$ cat src/rtl/spi_xfer_pkg.sv
`timescale 1ns/1ps
package spi_xfer_pkg;
  typedef enum logic [1:0] {
    ST_IDLE  = 2'd0,
    ST_RUN   = 2'd1,
    ST_TRAIL = 2'd2,
    ST_GAP   = 2'd3
  } xfer_st_e;
endpackage

$ cat src/rtl/spi_baud_gen.sv
`timescale 1ns/1ps
module spi_baud_gen #(
  parameter int PRE_W = 3,
  parameter int EXP_W = 3
) (
  input  logic             clk,
  input  logic             rst_n,
  input  logic             run,
  input  logic [PRE_W-1:0] pre,
  input  logic [EXP_W-1:0] expo,
  output logic             tick
);
  localparam int CNT_W = PRE_W + (1 << EXP_W);

  logic [CNT_W-1:0] cnt_q, cnt_d, half_w;

  always_comb begin
    half_w = (CNT_W'(pre) + CNT_W'(1)) << expo;
    tick   = run && (cnt_q == half_w - CNT_W'(1));
    cnt_d  = (!run || tick) ? '0 : cnt_q + CNT_W'(1);
  end

  always_ff @(posedge clk or negedge rst_n) begin
    if (!rst_n) cnt_q <= '0;
    else        cnt_q <= cnt_d;
  end

  AST_CNT_BELOW_HALF: assert property (@(posedge clk) disable iff (!rst_n)
    run |-> (cnt_q < half_w));
endmodule

$ cat src/rtl/spi_bit_path.sv
`timescale 1ns/1ps
module spi_bit_path #(
  parameter int MAX_W = 16,
  parameter int MIN_W = 8,
  localparam int IW   = $clog2(MAX_W)
) (
  input  logic             clk,
  input  logic             rst_n,
  input  logic             load,
  input  logic             load_drive,
  input  logic [MAX_W-1:0] load_word,
  input  logic             lsbf,
  input  logic             wd,
  input  logic             drive_en,
  input  logic [IW-1:0]    drive_idx,
  input  logic             samp_en,
  input  logic [IW-1:0]    samp_idx,
  input  logic             miso,
  output logic             mosi,
  output logic [MAX_W-1:0] acc
);
  logic [MAX_W-1:0] tx_q, tx_d, acc_q, acc_d;
  logic             mosi_q, mosi_d;

  function automatic logic [IW-1:0] bitpos(input logic [IW-1:0] k,
                                           input logic lf, input logic w);
    logic [IW-1:0] hi;
    hi = w ? IW'(MAX_W - 1) : IW'(MIN_W - 1);
    return lf ? k : hi - k;
  endfunction

  always_comb begin
    tx_d   = tx_q;
    acc_d  = acc_q;
    mosi_d = mosi_q;
    if (load) begin
      tx_d  = load_word;
      acc_d = '0;
      if (load_drive) mosi_d = load_word[bitpos('0, lsbf, wd)];
    end else begin
      if (drive_en) mosi_d = tx_q[bitpos(drive_idx, lsbf, wd)];
      if (samp_en)  acc_d[bitpos(samp_idx, lsbf, wd)] = miso;
    end
  end

  always_ff @(posedge clk or negedge rst_n) begin
    if (!rst_n) begin
      tx_q   <= '0;
      acc_q  <= '0;
      mosi_q <= 1'b0;
    end else begin
      tx_q   <= tx_d;
      acc_q  <= acc_d;
      mosi_q <= mosi_d;
    end
  end

  assign mosi = mosi_q;
  assign acc  = acc_q;

  AST_SAMPLE_IN_FRAME: assert property (@(posedge clk) disable iff (!rst_n)
    samp_en |-> (samp_idx <= (wd ? IW'(MAX_W - 1) : IW'(MIN_W - 1))));
  AST_MOSI_QUIET: assert property (@(posedge clk) disable iff (!rst_n)
    !(load || drive_en) |=> $stable(mosi_q));
endmodule

$ cat src/rtl/spi_xfer_master.sv
`timescale 1ns/1ps
module spi_xfer_master #(
  parameter int MAX_W = 16,
  parameter int MIN_W = 8,
  parameter int PRE_W = 3,
  parameter int EXP_W = 3
) (
  input  logic             clk,
  input  logic             rst_n,
  input  logic [MAX_W-1:0] tx_data,
  input  logic             tx_wr,
  input  logic             flag_clr,
  input  logic             cpol,
  input  logic             cpha,
  input  logic             wide,
  input  logic             lsb_first,
  input  logic [PRE_W-1:0] pre_div,
  input  logic [EXP_W-1:0] exp_div,
  input  logic             spi_miso,
  output logic             spi_sck,
  output logic             spi_mosi,
  output logic             spi_cs_n,
  output logic [MAX_W-1:0] rx_data,
  output logic             done,
  output logic             wcol
);
  import spi_xfer_pkg::*;

  localparam int IW = $clog2(MAX_W);
  localparam int EW = $clog2(2 * MAX_W + 1);

  xfer_st_e         st_q, st_d;
  logic [EW-1:0]    edge_q, edge_d, n_edges, ne;
  logic             cs_n_q, cs_n_d, sck_q, sck_d;
  logic             pend_q, pend_d, done_q, done_d, wcol_q, wcol_d;
  logic [MAX_W-1:0] pend_w_q, pend_w_d, rx_q, rx_d, acc;
  logic             cpol_l, cpha_l, wide_l, lsb_l;
  logic             cpol_ld, cpha_ld, wide_ld, lsb_ld;
  logic [PRE_W-1:0] pre_l, pre_ld;
  logic [EXP_W-1:0] exp_l, exp_ld;
  logic             tick, start, edge_tick, odd;
  logic             drive_en, samp_en;
  logic [IW-1:0]    bidx, drive_idx;

  spi_baud_gen #(.PRE_W(PRE_W), .EXP_W(EXP_W)) u_baud (
    .clk(clk), .rst_n(rst_n), .run(st_q != ST_IDLE),
    .pre(pre_l), .expo(exp_l), .tick(tick)
  );

  always_comb begin
    n_edges   = wide_l ? EW'(2 * MAX_W) : EW'(2 * MIN_W);
    ne        = edge_q + EW'(1);
    odd       = ne[0];
    bidx      = IW'((ne - EW'(1)) >> 1);
    edge_tick = (st_q == ST_RUN) && tick;
    start     = pend_q && ((st_q == ST_IDLE) || ((st_q == ST_TRAIL) && tick));
    drive_en  = edge_tick && (cpha_l ? odd : (!odd && (ne != n_edges)));
    drive_idx = cpha_l ? bidx : bidx + IW'(1);
    samp_en   = edge_tick && (cpha_l ? !odd : odd);
  end

  spi_bit_path #(.MAX_W(MAX_W), .MIN_W(MIN_W)) u_bits (
    .clk(clk), .rst_n(rst_n),
    .load(start), .load_drive(start && !cpha), .load_word(pend_w_q),
    .lsbf(start ? lsb_first : lsb_l), .wd(start ? wide : wide_l),
    .drive_en(drive_en), .drive_idx(drive_idx),
    .samp_en(samp_en), .samp_idx(bidx),
    .miso(spi_miso), .mosi(spi_mosi), .acc(acc)
  );

  // next-state logic
  always_comb begin
    st_d = st_q;  edge_d = edge_q;  cs_n_d = cs_n_q;  sck_d = sck_q;
    pend_d = pend_q;  pend_w_d = pend_w_q;  rx_d = rx_q;
    done_d = done_q && !flag_clr;
    wcol_d = wcol_q && !flag_clr;
    cpol_ld = cpol_l; cpha_ld = cpha_l; wide_ld = wide_l; lsb_ld = lsb_l;
    pre_ld = pre_l; exp_ld = exp_l;

    unique case (st_q)
      ST_IDLE:  sck_d = cpol;
      ST_RUN:   if (tick) begin
                  sck_d  = ~sck_q;
                  edge_d = ne;
                  if (ne == n_edges) st_d = ST_TRAIL;
                end
      ST_TRAIL: if (tick) begin
                  done_d = 1'b1;
                  rx_d   = acc;
                  if (!pend_q) begin
                    st_d   = ST_GAP;
                    cs_n_d = 1'b1;
                  end
                end
      ST_GAP:   if (tick) st_d = ST_IDLE;
      default:  st_d = ST_IDLE;
    endcase

    if (start) begin
      st_d = ST_RUN;  edge_d = '0;  cs_n_d = 1'b0;  pend_d = 1'b0;
      cpol_ld = cpol; cpha_ld = cpha; wide_ld = wide; lsb_ld = lsb_first;
      pre_ld = pre_div; exp_ld = exp_div;
    end

    if (tx_wr) begin
      if (pend_q) wcol_d = 1'b1;
      else begin
        pend_d   = 1'b1;
        pend_w_d = tx_data;
      end
    end
  end

  // state registers
  always_ff @(posedge clk or negedge rst_n) begin
    if (!rst_n) begin
      st_q <= ST_IDLE;  edge_q <= '0;  cs_n_q <= 1'b1;  sck_q <= 1'b0;
      pend_q <= 1'b0;  pend_w_q <= '0;  rx_q <= '0;
      done_q <= 1'b0;  wcol_q <= 1'b0;
      cpol_l <= 1'b0;  cpha_l <= 1'b0;  wide_l <= 1'b0;  lsb_l <= 1'b0;
      pre_l <= '0;  exp_l <= '0;
    end else begin
      st_q <= st_d;  edge_q <= edge_d;  cs_n_q <= cs_n_d;  sck_q <= sck_d;
      pend_q <= pend_d;  pend_w_q <= pend_w_d;  rx_q <= rx_d;
      done_q <= done_d;  wcol_q <= wcol_d;
      cpol_l <= cpol_ld;  cpha_l <= cpha_ld;  wide_l <= wide_ld;  lsb_l <= lsb_ld;
      pre_l <= pre_ld;  exp_l <= exp_ld;
    end
  end

  assign spi_sck  = sck_q;
  assign spi_cs_n = cs_n_q;
  assign rx_data  = rx_q;
  assign done     = done_q;
  assign wcol     = wcol_q;

  AST_SCK_QUIET: assert property (@(posedge clk) disable iff (!rst_n)
    ((st_q != ST_IDLE) && !tick) |=> $stable(sck_q));
  AST_EDGE_LIMIT: assert property (@(posedge clk) disable iff (!rst_n)
    (st_q == ST_RUN) |-> (edge_q < n_edges));
  AST_REST_LEVEL: assert property (@(posedge clk) disable iff (!rst_n)
    ((st_q == ST_TRAIL) || (st_q == ST_GAP)) |-> (sck_q == cpol_l));
  AST_DONE_STICKY: assert property (@(posedge clk) disable iff (!rst_n)
    (done_q && !flag_clr) |=> done_q);
  AST_CS_IN_FRAME: assert property (@(posedge clk) disable iff (!rst_n)
    ((st_q == ST_RUN) || (st_q == ST_TRAIL)) |-> !cs_n_q);
  AST_CFG_HELD: assert property (@(posedge clk) disable iff (!rst_n)
    (st_q == ST_RUN) |=> ($stable(lsb_l) && $stable(wide_l) && $stable(pre_l)));
  AST_WCOL_SET: assert property (@(posedge clk) disable iff (!rst_n)
    (tx_wr && pend_q) |=> wcol_q);
endmodule

$ cat config.mk
export PLATFORM = sky130hd
export DESIGN_NAME = spi_xfer_master
export DESIGN_NICKNAME = d
export VERILOG_FILES = /design/src/rtl/spi_xfer_pkg.sv /design/src/rtl/spi_baud_gen.sv /design/src/rtl/spi_bit_path.sv /design/src/rtl/spi_xfer_master.sv
export SDC_FILE = /design/constraint.sdc
export NUM_CORES = 1
export LEC_CHECK = 0
export ABC_CLOCK_PERIOD_IN_PS = 4960
export BUFFER_PORTS_ARGS = -buffer_cell sky130_fd_sc_hd__buf_2
export CORE_ASPECT_RATIO = 1.75
export CORE_MARGIN = 4
export CORE_UTILIZATION = 56
export DETAILED_ROUTE_END_ITERATION = 12
export PLACE_DENSITY = 0.76
export SYNTH_ARGS = -nofsm -noshare
export SYNTH_HDL_FRONTEND = slang
export SYNTH_HIERARCHICAL = 1
export SYNTH_SLANG_ARGS = --single-unit
$ cat constraint.sdc
create_clock -name clk -period 4.96 [get_ports clk]
set_clock_uncertainty 0.05 [all_clocks]
set_input_delay 0.744 -clock clk [delete_from_list [all_inputs] [get_ports clk]]
set_output_delay 0.744 -clock clk [all_outputs]
set_load 0.02 [all_outputs]
# Word-level counts from Yosys, hierarchy flattened

Cells that the tools add are included.

Flip-flop bits (word level): 98
Bits in writable memories: 0
Bits in read-only memories: 0
Output and inout bits: 21
Memories kept: 0
Bits in latches: 0
Input bits: 31

Reduce and logical (&&, ||, !) cells: 33
Multiply operators: 0
Div/mod/pow operators: 0
Shift-type cells: 1
Order comparisons: 4
Eq/ne operators: 14
Add/subtract/negate cells: 8
Bitwise operators: 2
Muxes and demuxes: 46

Operators by type and width:

| kind                                               | number |
|---|---|
| two-way mux 16 bit                                 | 2 |
| two-way mux 6 bit                                  | 4 |
| two-way mux 1 bit                                  | 22 |
| two-way mux 4 bit                                  | 5 |
| bitwise mux 16 bit                                 | 1 |
| < comparator 4 x 5 -> 1 bit, second input constant | 3 |
| nonzero test 2 bit                                 | 7 |
| two-way mux 2 bit                                  | 6 |
| != test 3 bit, second input constant               | 4 |
| adder 11 x 1 -> 11 bit, second input constant      | 1 |
| == test 11 bit                                     | 1 |
| logical AND 1 bit                                  | 11 |
| two-way mux 11 bit                                 | 1 |
| left shift 11 x 3 -> 11 bit                        | 1 |
| subtractor 11 x 1 -> 11 bit, second input constant | 1 |
| AND reduction 2 bit                                | 5 |
| binary-select mux 1 bit (select 4 bit)             | 2 |
| subtractor 4 bit                                   | 2 |
| adder 6 x 1 -> 6 bit, second input constant        | 1 |
| == test 6 bit                                      | 1 |
| != test 6 bit                                      | 1 |
| case mux 2 bit (3 select lines)                    | 1 |
| AND reduction 6 bit                                | 1 |
| subtractor 5 x 1 -> 5 bit, second input constant   | 1 |
| 16 further kinds                                   | 23 |

# Logic depth before layout (Yosys ltp)

Gate-level depths: netlist (run 1).

Depth after elaboration: 19
Depth in mapped cells: 20
Mapped depth without buffers: 18

# Cells and area by module

The synthesis (run 1) kept the hierarchy.

Modules (own cells, without submodules):

| module          | seq. area each (µm²) | times used | area an instance (µm²) | cells each |
|---|---|---|---|---|
| spi_xfer_master | 1352.5               | 1          | 2509.9                 | 200 |
| spi_bit_path    | 825.8                | 1          | 1891.8                 | 186 |
| spi_baud_gen    | 275.3                | 1          | 1616.6                 | 210 |

# Worst setup path after synthesis (run 1)

OpenSTA, ideal clock, no wires.

Kind: register -> register
From: register pre_l[0]
To: register u_bits.acc_q[12] (netlist: u_bits/acc[12])
Arrival: 4.326 ns
Data required time: 4.774 ns
Library setup time: 0.136 ns
Cell stages (with the launch flop): 21
Path slack: 0.447 ns
Path through: dfrtp_1 ha_1 buf_2 nand2b_1 o21ai_0 nand2_1 ha_1 xnor2_1 nor3_1 o311ai_0 a2111oi_4 and3_1 inv_1 a21oi_2 mux2_2 buf_2 nor3b_1 o21ai_1 nor2_1 nand2_1 a21oi_1

Word-level cells in the longest chain between the ends: 19
Elaborated cells on any way between the ends: 24

RTL lines:

| item                                                                                                                   | line                   | RTL |
|---|---|---|
| start: declaration                                                                                                     | spi_xfer_master.sv:39  | `logic [PRE_W-1:0] pre_l, pre_ld;` |
| start signal: assignment                                                                                               | spi_xfer_master.sv:127 | `pre_l <= pre_ld; exp_l <= exp_ld;` |
| adder 3 x 1 -> 4 bit *                                                                                                 | spi_baud_gen.sv:18     | `half_w = (CNT_W'(pre) + CNT_W'(1)) << expo;` |
| left shift 11 x 3 -> 11 bit *                                                                                          | spi_baud_gen.sv:18     |  |
| subtractor 11 x 1 -> 11 bit *                                                                                          | spi_baud_gen.sv:19     | `tick = run && (cnt_q == half_w - CNT_W'(1));` |
| == test 11 bit *                                                                                                       | spi_baud_gen.sv:19     |  |
| logical AND 1 bit *                                                                                                    | spi_baud_gen.sv:19     |  |
| via tick                                                                                                               | spi_xfer_master.sv:41  | `logic tick, start, edge_tick, odd;` |
| logical AND 1 bit                                                                                                      | spi_xfer_master.sv:56  | `start = pend_q && ((st_q == ST_IDLE) \|\| ((st_q == ST_TRAIL) && tick));` |
| logical OR 1 bit                                                                                                       | spi_xfer_master.sv:56  |  |
| (+4 left out)                                                                                                          | --                     |  |
| two-way mux 4 bit                                                                                                      | spi_bit_path.sv:29     | `return lf ? k : hi - k;` |
| < comparator 4 x 5 -> 1 bit (not written as such) / greater-or-equal comparator 4 x 1 -> 1 bit (equally long branches) | spi_bit_path.sv:42     | `if (samp_en) acc_d[bitpos(samp_idx, lsbf, wd)] = miso;` |
| logical AND 1 bit (not written as such)                                                                                | spi_bit_path.sv:42     |  |
| two-way mux 1 bit (not written as such)                                                                                | spi_bit_path.sv:42     |  |
| demux 1 bit (select 4 bit)                                                                                             | --                     |  |
| bitwise mux 16 bit                                                                                                     | spi_bit_path.sv:42     |  |
| two-way mux 16 bit                                                                                                     | spi_bit_path.sv:42     |  |
| two-way mux 16 bit                                                                                                     | spi_bit_path.sv:36     | `if (load) begin` |
| end signal: assignment                                                                                                 | spi_bit_path.sv:49     | `acc_q <= '0;` |
| end signal: assignment                                                                                                 | spi_bit_path.sv:53     | `acc_q <= acc_d;` |
| end: declaration                                                                                                       | spi_bit_path.sv:22     | `logic [MAX_W-1:0] tx_q, tx_d, acc_q, acc_d;` |

Mark *: on every way through the listed nets, which the timed path passes. The rest lies on a longest branch. The select of a mux whose other input is x is not followed.
A chain may end at the register's enable or synchronous reset.

# Final worst setup path (run 1)

From: register pre_l[1]
To: register u_bits.mosi_q (netlist: u_bits/mosi)

Word-level cells in the longest chain between the ends: 16
Elaborated cells on any way between the ends: 27

RTL lines:

| item                                    | line                  | RTL |
|---|---|---|
| adder 3 x 1 -> 4 bit *                  | spi_baud_gen.sv:18    |  |
| left shift 11 x 3 -> 11 bit *           | spi_baud_gen.sv:18    |  |
| subtractor 11 x 1 -> 11 bit *           | spi_baud_gen.sv:19    |  |
| == test 11 bit *                        | spi_baud_gen.sv:19    |  |
| logical AND 1 bit *                     | spi_baud_gen.sv:19    |  |
| via tick                                | spi_xfer_master.sv:41 |  |
| logical AND 1 bit                       | spi_xfer_master.sv:56 |  |
| logical OR 1 bit                        | spi_xfer_master.sv:56 |  |
| logical AND 1 bit                       | spi_xfer_master.sv:56 |  |
| two-way mux 1 bit                       | --                    |  |
| two-way mux 4 bit                       | spi_bit_path.sv:28    | `hi = w ? IW'(MAX_W - 1) : IW'(MIN_W - 1);` |
| subtractor 4 bit                        | spi_bit_path.sv:29    |  |
| two-way mux 4 bit                       | spi_bit_path.sv:29    |  |
| binary-select mux 1 bit (select 4 bit)  | spi_bit_path.sv:41    | `if (drive_en) mosi_d = tx_q[bitpos(drive_idx, lsbf, wd)];` |
| two-way mux 1 bit (not written as such) | spi_bit_path.sv:41    |  |
| two-way mux 1 bit                       | spi_bit_path.sv:41    |  |
| two-way mux 1 bit                       | spi_bit_path.sv:36    |  |
| end signal: assignment                  | spi_bit_path.sv:54    | `mosi_q <= mosi_d;` |
| end: declaration                        | spi_bit_path.sv:23    | `logic mosi_q, mosi_d;` |

Marked as above.

==> impl_metrics.py, run 1 <==
metrics = {
    "status": {
        "status": "complete, no violations",
    },
    "yosys": {
        "yosysMostFrequentCell": "dfrtp_1",
        "synth_top_cells_by_count": "dfrtp_1 (97), mux2_2 (58), nand2_1 (52), nor2_1 (39), a21oi_1 (36)",
        "synth.avg_cell_area_um2": 10.1,
        "yosys-top-cells-area": "dfrtp_1 (40%), mux2_2 (11%), nand2_1 (3.2%)",
        "synth_compound_area_share_pct": 16.3,
        "ys.flop_type": "dfrtp_1",
        "syn_nets": 632,
        "synth.ff_latch_count": 98,
        "synth.distinct_cells": 90,
        "synth.largest_area_cell": "dfrtp_1",
        "yosysSeqAreaShare_pct": 40.8,
        "synth_xor_area_share_pct": 5.74,
        "yosys.area.top_type_share_pct": 40.3,
        "synthCells": 596,
        "synthAdderAreaFrac_pct": 1.04,
        "ys_warn_count": 6,
        "synth-simple-area-share_pct": 17.1,
        "async_flop_share_pct": 100,
        "syn-cell-area_mm2": 0.00602,
        "synth_mux_area_share_pct": 14.9,
        "synth_top_family_by_area": "simple AND/OR/NAND/NOR gates",
        "synth-edff-count": 0,
    },
    "power_and_ir_drop": {
        "leakage_nw": 2.98,
        "ir_drop_uv": 321,
        "powerDensity_mw_per_mm2": 407,
        "clkPwrFrac_pct": 27.0,
        "switching_share_pct": 36.1,
        "p_switching_mw": 0.982,
        "p_int_mw": 1.73,
        "pwr-share-seq_pct": 37.6,
        "power_frac_comb_pct": 35.4,
    },
    "floorplanning": {
        "boundaryPins": 52,
        "row_count": 49,
        "start_util_pct": 57.7,
        "die_w_um": 86.4,
        "die_h_um": 145,
        "die_area_mm2": 0.0125,
        "core-area_mm2": 0.0104,
    },
    "final_layout": {
        "num_antenna_cells": 0,
        "final_nets": 669,
        "stdcell_area_mm2": 0.00667,
        "drive_gt1_share_pct": 27.4,
        "syn_to_final_growth_pct": 10.8,
    },
    "route": {
        "routed_via_density": 6.20,
        "detail-route-antenna-nets": 0,
        "wire_per_inst_um": 18.5,
        "vias": 4744,
        "drt-total-wl_um": 14100,
        "dr.pass1.iters": 5,
        "first_iter_violations": 190,
        "drc_errors": 0,
    },
    "cts": {
        "cts_max_level": 3,
        "clk_latency_ns": 0.35,
        "clockBufferDepth": 2,
        "cts_tree": "yes",
        "clock-root-buffer": "clkbuf_16",
        "path_clk_slew_ns": 0.07,
        "cts_buffers": 9,
        "cts_setup_buffers": 0,
        "cts_sinks": 98,
    },
    "worst_setup_path": {
        "cp-startpoint": "pre_l[1]",
        "r2r_slack_ns": 0.33,
        "r2r-start": "pre_l[1]",
        "worstRegToRegCells": 18,
        "crit_path_start_kind": "register",
        "crit_end": "u_bits/mosi",
        "required_ns": 5.14,
        "cp_max_fo": 12,
        "arrival_ns": 4.81,
        "reg2reg_to": "u_bits/mosi",
        "critPathKind": "reg -> reg",
        "crit_path_end_kind": "register",
    },
    "worst_hold_path": {
        "min_path_type": "in -> async",
    },
    "sta": {
        "finalHoldViolations": 0,
        "relSlewSlack_pct": 47.0,
        "worstMarginPinSlew_ns": 0.795,
        "period_minus_slack_ns": 4.63,
        "setup_viol": 0,
        "tns_ns": 0,
        "slew_viol_final": 0,
        "grt_setup_unrepaired": "no",
        "clock.fmax_mhz": 216,
        "fin_crit_sh_pct": 93.3,
    },
    "global_route": {
        "grt_usage_pct": 23.7,
        "grt_first_pass_wirelength_um": 23700,
        "grt_pass1_vias": 4883,
        "grt_antenna_before_repair": 0,
        "gr-total-overflow": 0,
        "grt_max_degree": 64,
    },
    "place": {
        "portBuffers": 51,
        "dpl.hpwl_um": 10500,
        "place_area_mm2": 0.00634,
        "place.gp.congestion": 0.907,
    },
    "job": {
        "drv_cap": 0,
    },
}
-- layer usage --
layer  share of wire (%)  global-route usage (%)  up-vias
met3                 3.7                    4.48       44
met1                  36                    25.5     2325
met4                 4.2                    11.9        0
li1                    -                       -     2228
met2                  56                    42.8      147
met5                   0                       0        -
-- how the worst min path moves through the flow --
stage	start	endpoint	slack [ns]	cells past startpoint
6_report	rst_n	rx_data[10]	0.42	1
5_1_grt	spi_cs_n	spi_cs_n	0.43	2
4_1_cts	spi_cs_n	spi_cs_n	0.42	2
3_5_place_dp	spi_cs_n	spi_cs_n	0.41	2
3_3_place_gp	spi_cs_n	spi_cs_n	0.40	2
2_1_floorplan	rst_n	cpha_l	0.40	0
-- worst max-delay path, cell delays in order (launching register included) --
cell and delay [ns]:
dfrtp_1 0.39, ha_2 0.47, nand2b_1 0.15, o21ai_0 0.22, nand2_1 0.11, ha_1 0.27, xor2_1 0.17, xnor2_1 0.18
o311ai_0 0.28, a2111oi_4 0.37, and3_1 0.22, inv_1 0.08, a21oi_4 0.20, mux2_2 0.42, nor2b_1 0.16, xnor2_1 0.17
and4b_1 0.24, a221oi_2 0.26, a21oi_1 0.09
-- cell families after synthesis --
logic type / Yosys count
mux: 75
fa+ha+maj: 5
simple gates: 194
flops: 98
xor+xnor: 37
buf+inv: 49
compound gates: 138
-- placed cells by master (no fill, tap or decap), types with 6 or more instances in the layout --
cell and instances:
a21oi_1 36, and3_1 6, buf_2 50, buf_4 15
clkbuf_16 9, dfrtp_1 97, inv_1 10, mux2_2 57
mux2i_1 12, nand2_1 52, nand2b_1 10, nand3_1 20
nor2_1 39, nor2b_1 18, nor3_1 9, o21ai_0 15
o21ai_1 18, xnor2_1 21, xor2_1 14
-- sequential cells by signal, indices dropped and copies added, names as in the netlist, 2 cells and up --
| register | cells |
|---|---|
| u_bits/acc | 16 |
| u_bits/tx_q | 16 |
| st_q | 2 |
| exp_l | 3 |
| rx_data | 16 |
| pend_w_q | 16 |
| u_baud/cnt_q | 11 |
| edge_q | 6 |
| pre_l | 3 |
-- per-stage QoR --
step / util (%) / setup slack (ns) / std cells / hold WS (ns) / power [mW]
detailed placement: 60.8 / 0.263 / 749 / 0.406 / 1.99
CTS: 63.9 / 0.219 / 765 / 0.418 / 2.73
global route: 64.0 / 0.0322 / 765 / 0.433 / 2.89
global placement: 60.8 / 0.409 / 749 / 0.401 / 1.96
floorplan: - / 0.447 / 596 / 0.398 / 1.78
finish: 64.0 / 0.335 / 765 / 0.415 / 2.72
-- layout make-up --
| cell class | instances | area [µm²] |
|---|---|---|
| fill | 873 | 3750 |
| multi-input combinational | 449 | 3340 |
| sequential | 98 | 2450 |
| timing repair buffer | 65 | 363 |
| clock buffer | 9 | 225 |
| tap | 127 | 159 |
| clock inverter | 7 | 93.8 |
| inverter | 10 | 37.5 |
-- what timing repair did --
action,4_1_cts,5_1_grt
gates resized for setup,0,3
hold buffers,0,0
endpoints found under the setup margin,0,17
-- power groups by stage --
stage	Combinational (mW)	Sequential, mW	Clock, mW
3_3_place_gp	0.926	1.03	0
4_1_cts	0.956	1.02	0.749
3_5_place_dp	0.949	1.04	0
6_report	0.961	1.02	0.734
2_1_floorplan	0.783	0.994	0
5_1_grt	1.06	1.04	0.787
Power figures use the tool's default switching activity.
==> inputs of run 2 (changes only) <==
Settings changed: CORE_ASPECT_RATIO 1.75 to unset.
==> run 2 against run 1 <==
Fmax grew 0.53%. Setup slack gained 0.024 ns. Register-to-register slack gained 0.02 ns. Largest cell class unchanged. Largest power group unchanged.
==> impl_metrics.py, run 2 (synthesis results as in run 1) <==
metrics = {
    "status": {
        "status": "complete, no violations",
    },
    "worst_setup_path": {
        "cp_max_fo": 12,
        "reg2reg_to": "u_bits/mosi",
        "cp_cell_sequence": "ha_2 > nand2b_1 > o21ai_0 > nand2_1 > ha_1 > xor2_1 > xnor2_1 > o311ai_0 > a2111oi_4 > and3_1 > inv_1 > a21oi_4 > mux2_2 > nor2b_1 > xnor2_1 > and4b_1 > a221oi_2 > a21oi_1",
        "crit_family": "compound AO/OA/AOI/OAI gates",
        "crit_path_end_kind": "register",
        "required_ns": 5.17,
        "cp_num_buf_inv": 1,
        "r2r-start": "pre_l[1]",
        "critPathMaxStageDelay_ns": 0.52,
        "critPathKind": "reg -> reg",
        "arrival_ns": 4.81,
        "r2r_slack_ns": 0.36,
        "critPathSlowestCell": "ha_2",
        "crit_path_start_kind": "register",
        "cp_common_cell": "xnor2_1",
        "worstRegToRegCells": 18,
    },
    "power_and_ir_drop": {
        "leakage_nw": 2.94,
        "ir_drop_uv": 269,
        "powerDensity_mw_per_mm2": 380,
        "power_mw": 2.50,
    },
    "sta": {
        "clock.fmax_mhz": 217,
        "tns_ns": 0,
        "worstMarginPinSlew_ns": 0.828,
        "whs_ns": 0.328,
        "setup_viol": 0,
        "fin_crit_sh_pct": 92.8,
        "relSlewSlack_pct": 44.4,
        "finalHoldViolations": 0,
        "period_minus_slack_ns": 4.60,
        "slew_viol_final": 0,
        "worst_slack_ns": 0.359,
        "grt_setup_unrepaired": "no",
    },
    "cts": {
        "cts_sinks": 98,
        "cts_tree": "yes",
        "path_clk_slew_ns": 0.09,
        "clk_latency_ns": 0.37,
        "cts_setup_buffers": 0,
        "hold_buffers": 0,
        "clock-root-buffer": "clkbuf_8",
        "cts_max_level": 3,
        "cts_buffers": 9,
        "clockBufferDepth": 2,
    },
    "global_route": {
        "grt_pass1_vias": 4479,
        "grt_first_pass_wirelength_um": 21900,
        "grt_antenna_before_repair": 1,
        "grt_usage_pct": 21.3,
        "gr-total-overflow": 0,
        "grt_max_degree": 53,
    },
    "final_layout": {
        "utilization_pct": 63.0,
        "final_common_cell": "dfrtp_1",
        "final_nets": 669,
        "syn_to_final_growth_pct": 9.09,
        "fin_cells": 773,
        "layout_common_cells": "dfrtp_1 (97), mux2_2 (57), nand2_1 (52), buf_2 (50), nor2_1 (39)",
        "drive_gt1_share_pct": 27.2,
        "num_antenna_cells": 0,
        "stdcell_area_mm2": 0.00657,
    },
    "floorplanning": {
        "start_util_pct": 57.8,
        "core-area_mm2": 0.0104,
        "boundaryPins": 52,
        "die_w_um": 112,
        "row_count": 37,
        "die_h_um": 112,
        "die_area_mm2": 0.0125,
    },
    "route": {
        "vias": 4630,
        "wire_per_inst_um": 16.9,
        "drt-total-wl_um": 13000,
        "routed_via_density": 5.99,
        "drc_errors": 0,
        "detail-route-antenna-nets": 0,
        "dr.pass1.iters": 5,
        "first_iter_violations": 330,
    },
    "place": {
        "place_area_mm2": 0.00635,
        "place.gp.congestion": 0.881,
        "dpl.hpwl_um": 9400,
        "portBuffers": 51,
        "place_inst": 758,
        "dp_slack_ns": 0.232,
    },
    "worst_hold_path": {
        "min_path_type": "in -> async",
    },
    "job": {
        "drv_cap": 0,
    },
}
==> run 2: cell types whose count changed in the layout (fill, tap and decap cells not counted) <==
cell	change
clkinvlp_4	-1
clkbuf_8	+12
inv_8	-2
clkbuf_16	-9
inv_6	-1
clkinv_4	-1
clkbuf_1	+1
clkinv_8	-1
clkinv_2	+1
==> run 2: cell type report <==
| class | count | area, µm² |
|---|---|---|
| Fill cell | 839 | 3850 |
| Multi-Input combinational cell | 449 | 3340 |
| Sequential cell | 98 | 2450 |
| Timing Repair Buffer | 65 | 363 |
| Tap cell | 136 | 170 |
| Clock buffer | 13 | 169 |
| Inverter | 10 | 37.5 |
| Clock inverter | 2 | 35.0 |
==> run 2: repair_timing <==
item | CTS | global route
endpoints found under the setup margin | 0 | 17
resized for setup | 0 | 3
endpoints found under the hold margin | 0 | 0
==> run 2: worst max path at each step <==
stage / startpoint / end / slack [ns] / cells after the start
2_1_floorplan: pre_l[0] / u_bits/acc[12] / 0.45 / 20
3_3_place_gp: pre_l[1] / u_bits/mosi / 0.37 / 18
3_5_place_dp: pre_l[1] / u_bits/acc[12] / 0.23 / 17
4_1_cts: pre_l[1] / u_bits/acc[12] / 0.18 / 17
5_1_grt: pre_l[1] / u_bits/acc[2] / 0.002 / 18
6_report: pre_l[1] / u_bits/mosi / 0.36 / 18
==> run 2: routing by layer <==
layer | vias up | share of wire (%) | GRT usage, %
met5 | - | 0.10 | 0
met4 | 2 | 2.6 | 9.16
li1 | 2234 | - | -
met3 | 25 | 4.3 | 3.64
met2 | 117 | 49 | 35.3
met1 | 2252 | 44 | 27.7
==> run 2: worst reg2reg max path, cell delays in order (launching register included) <==
cell       delay, ns
dfrtp_1         0.51
ha_2            0.52
nand2b_1        0.14
o21ai_0         0.20
nand2_1         0.10
ha_1            0.25
xor2_1          0.16
xnor2_1         0.15
o311ai_0        0.22
a2111oi_4       0.33
and3_1          0.21
inv_1           0.09
a21oi_4         0.19
mux2_2          0.42
nor2b_1         0.16
xnor2_1         0.18
and4b_1         0.24
a221oi_2        0.27
a21oi_1         0.09
==> run 2: power by group <==
| group | internal (mW) | total (mW) | switching (mW) |
|---|---|---|---|
| Combinational | 0.433 | 0.951 | 0.518 |
| Clock | 0.271 | 0.525 | 0.254 |
| Sequential | 0.898 | 1.02 | 0.121 |
| Total | 1.60 | 2.50 | 0.893 |
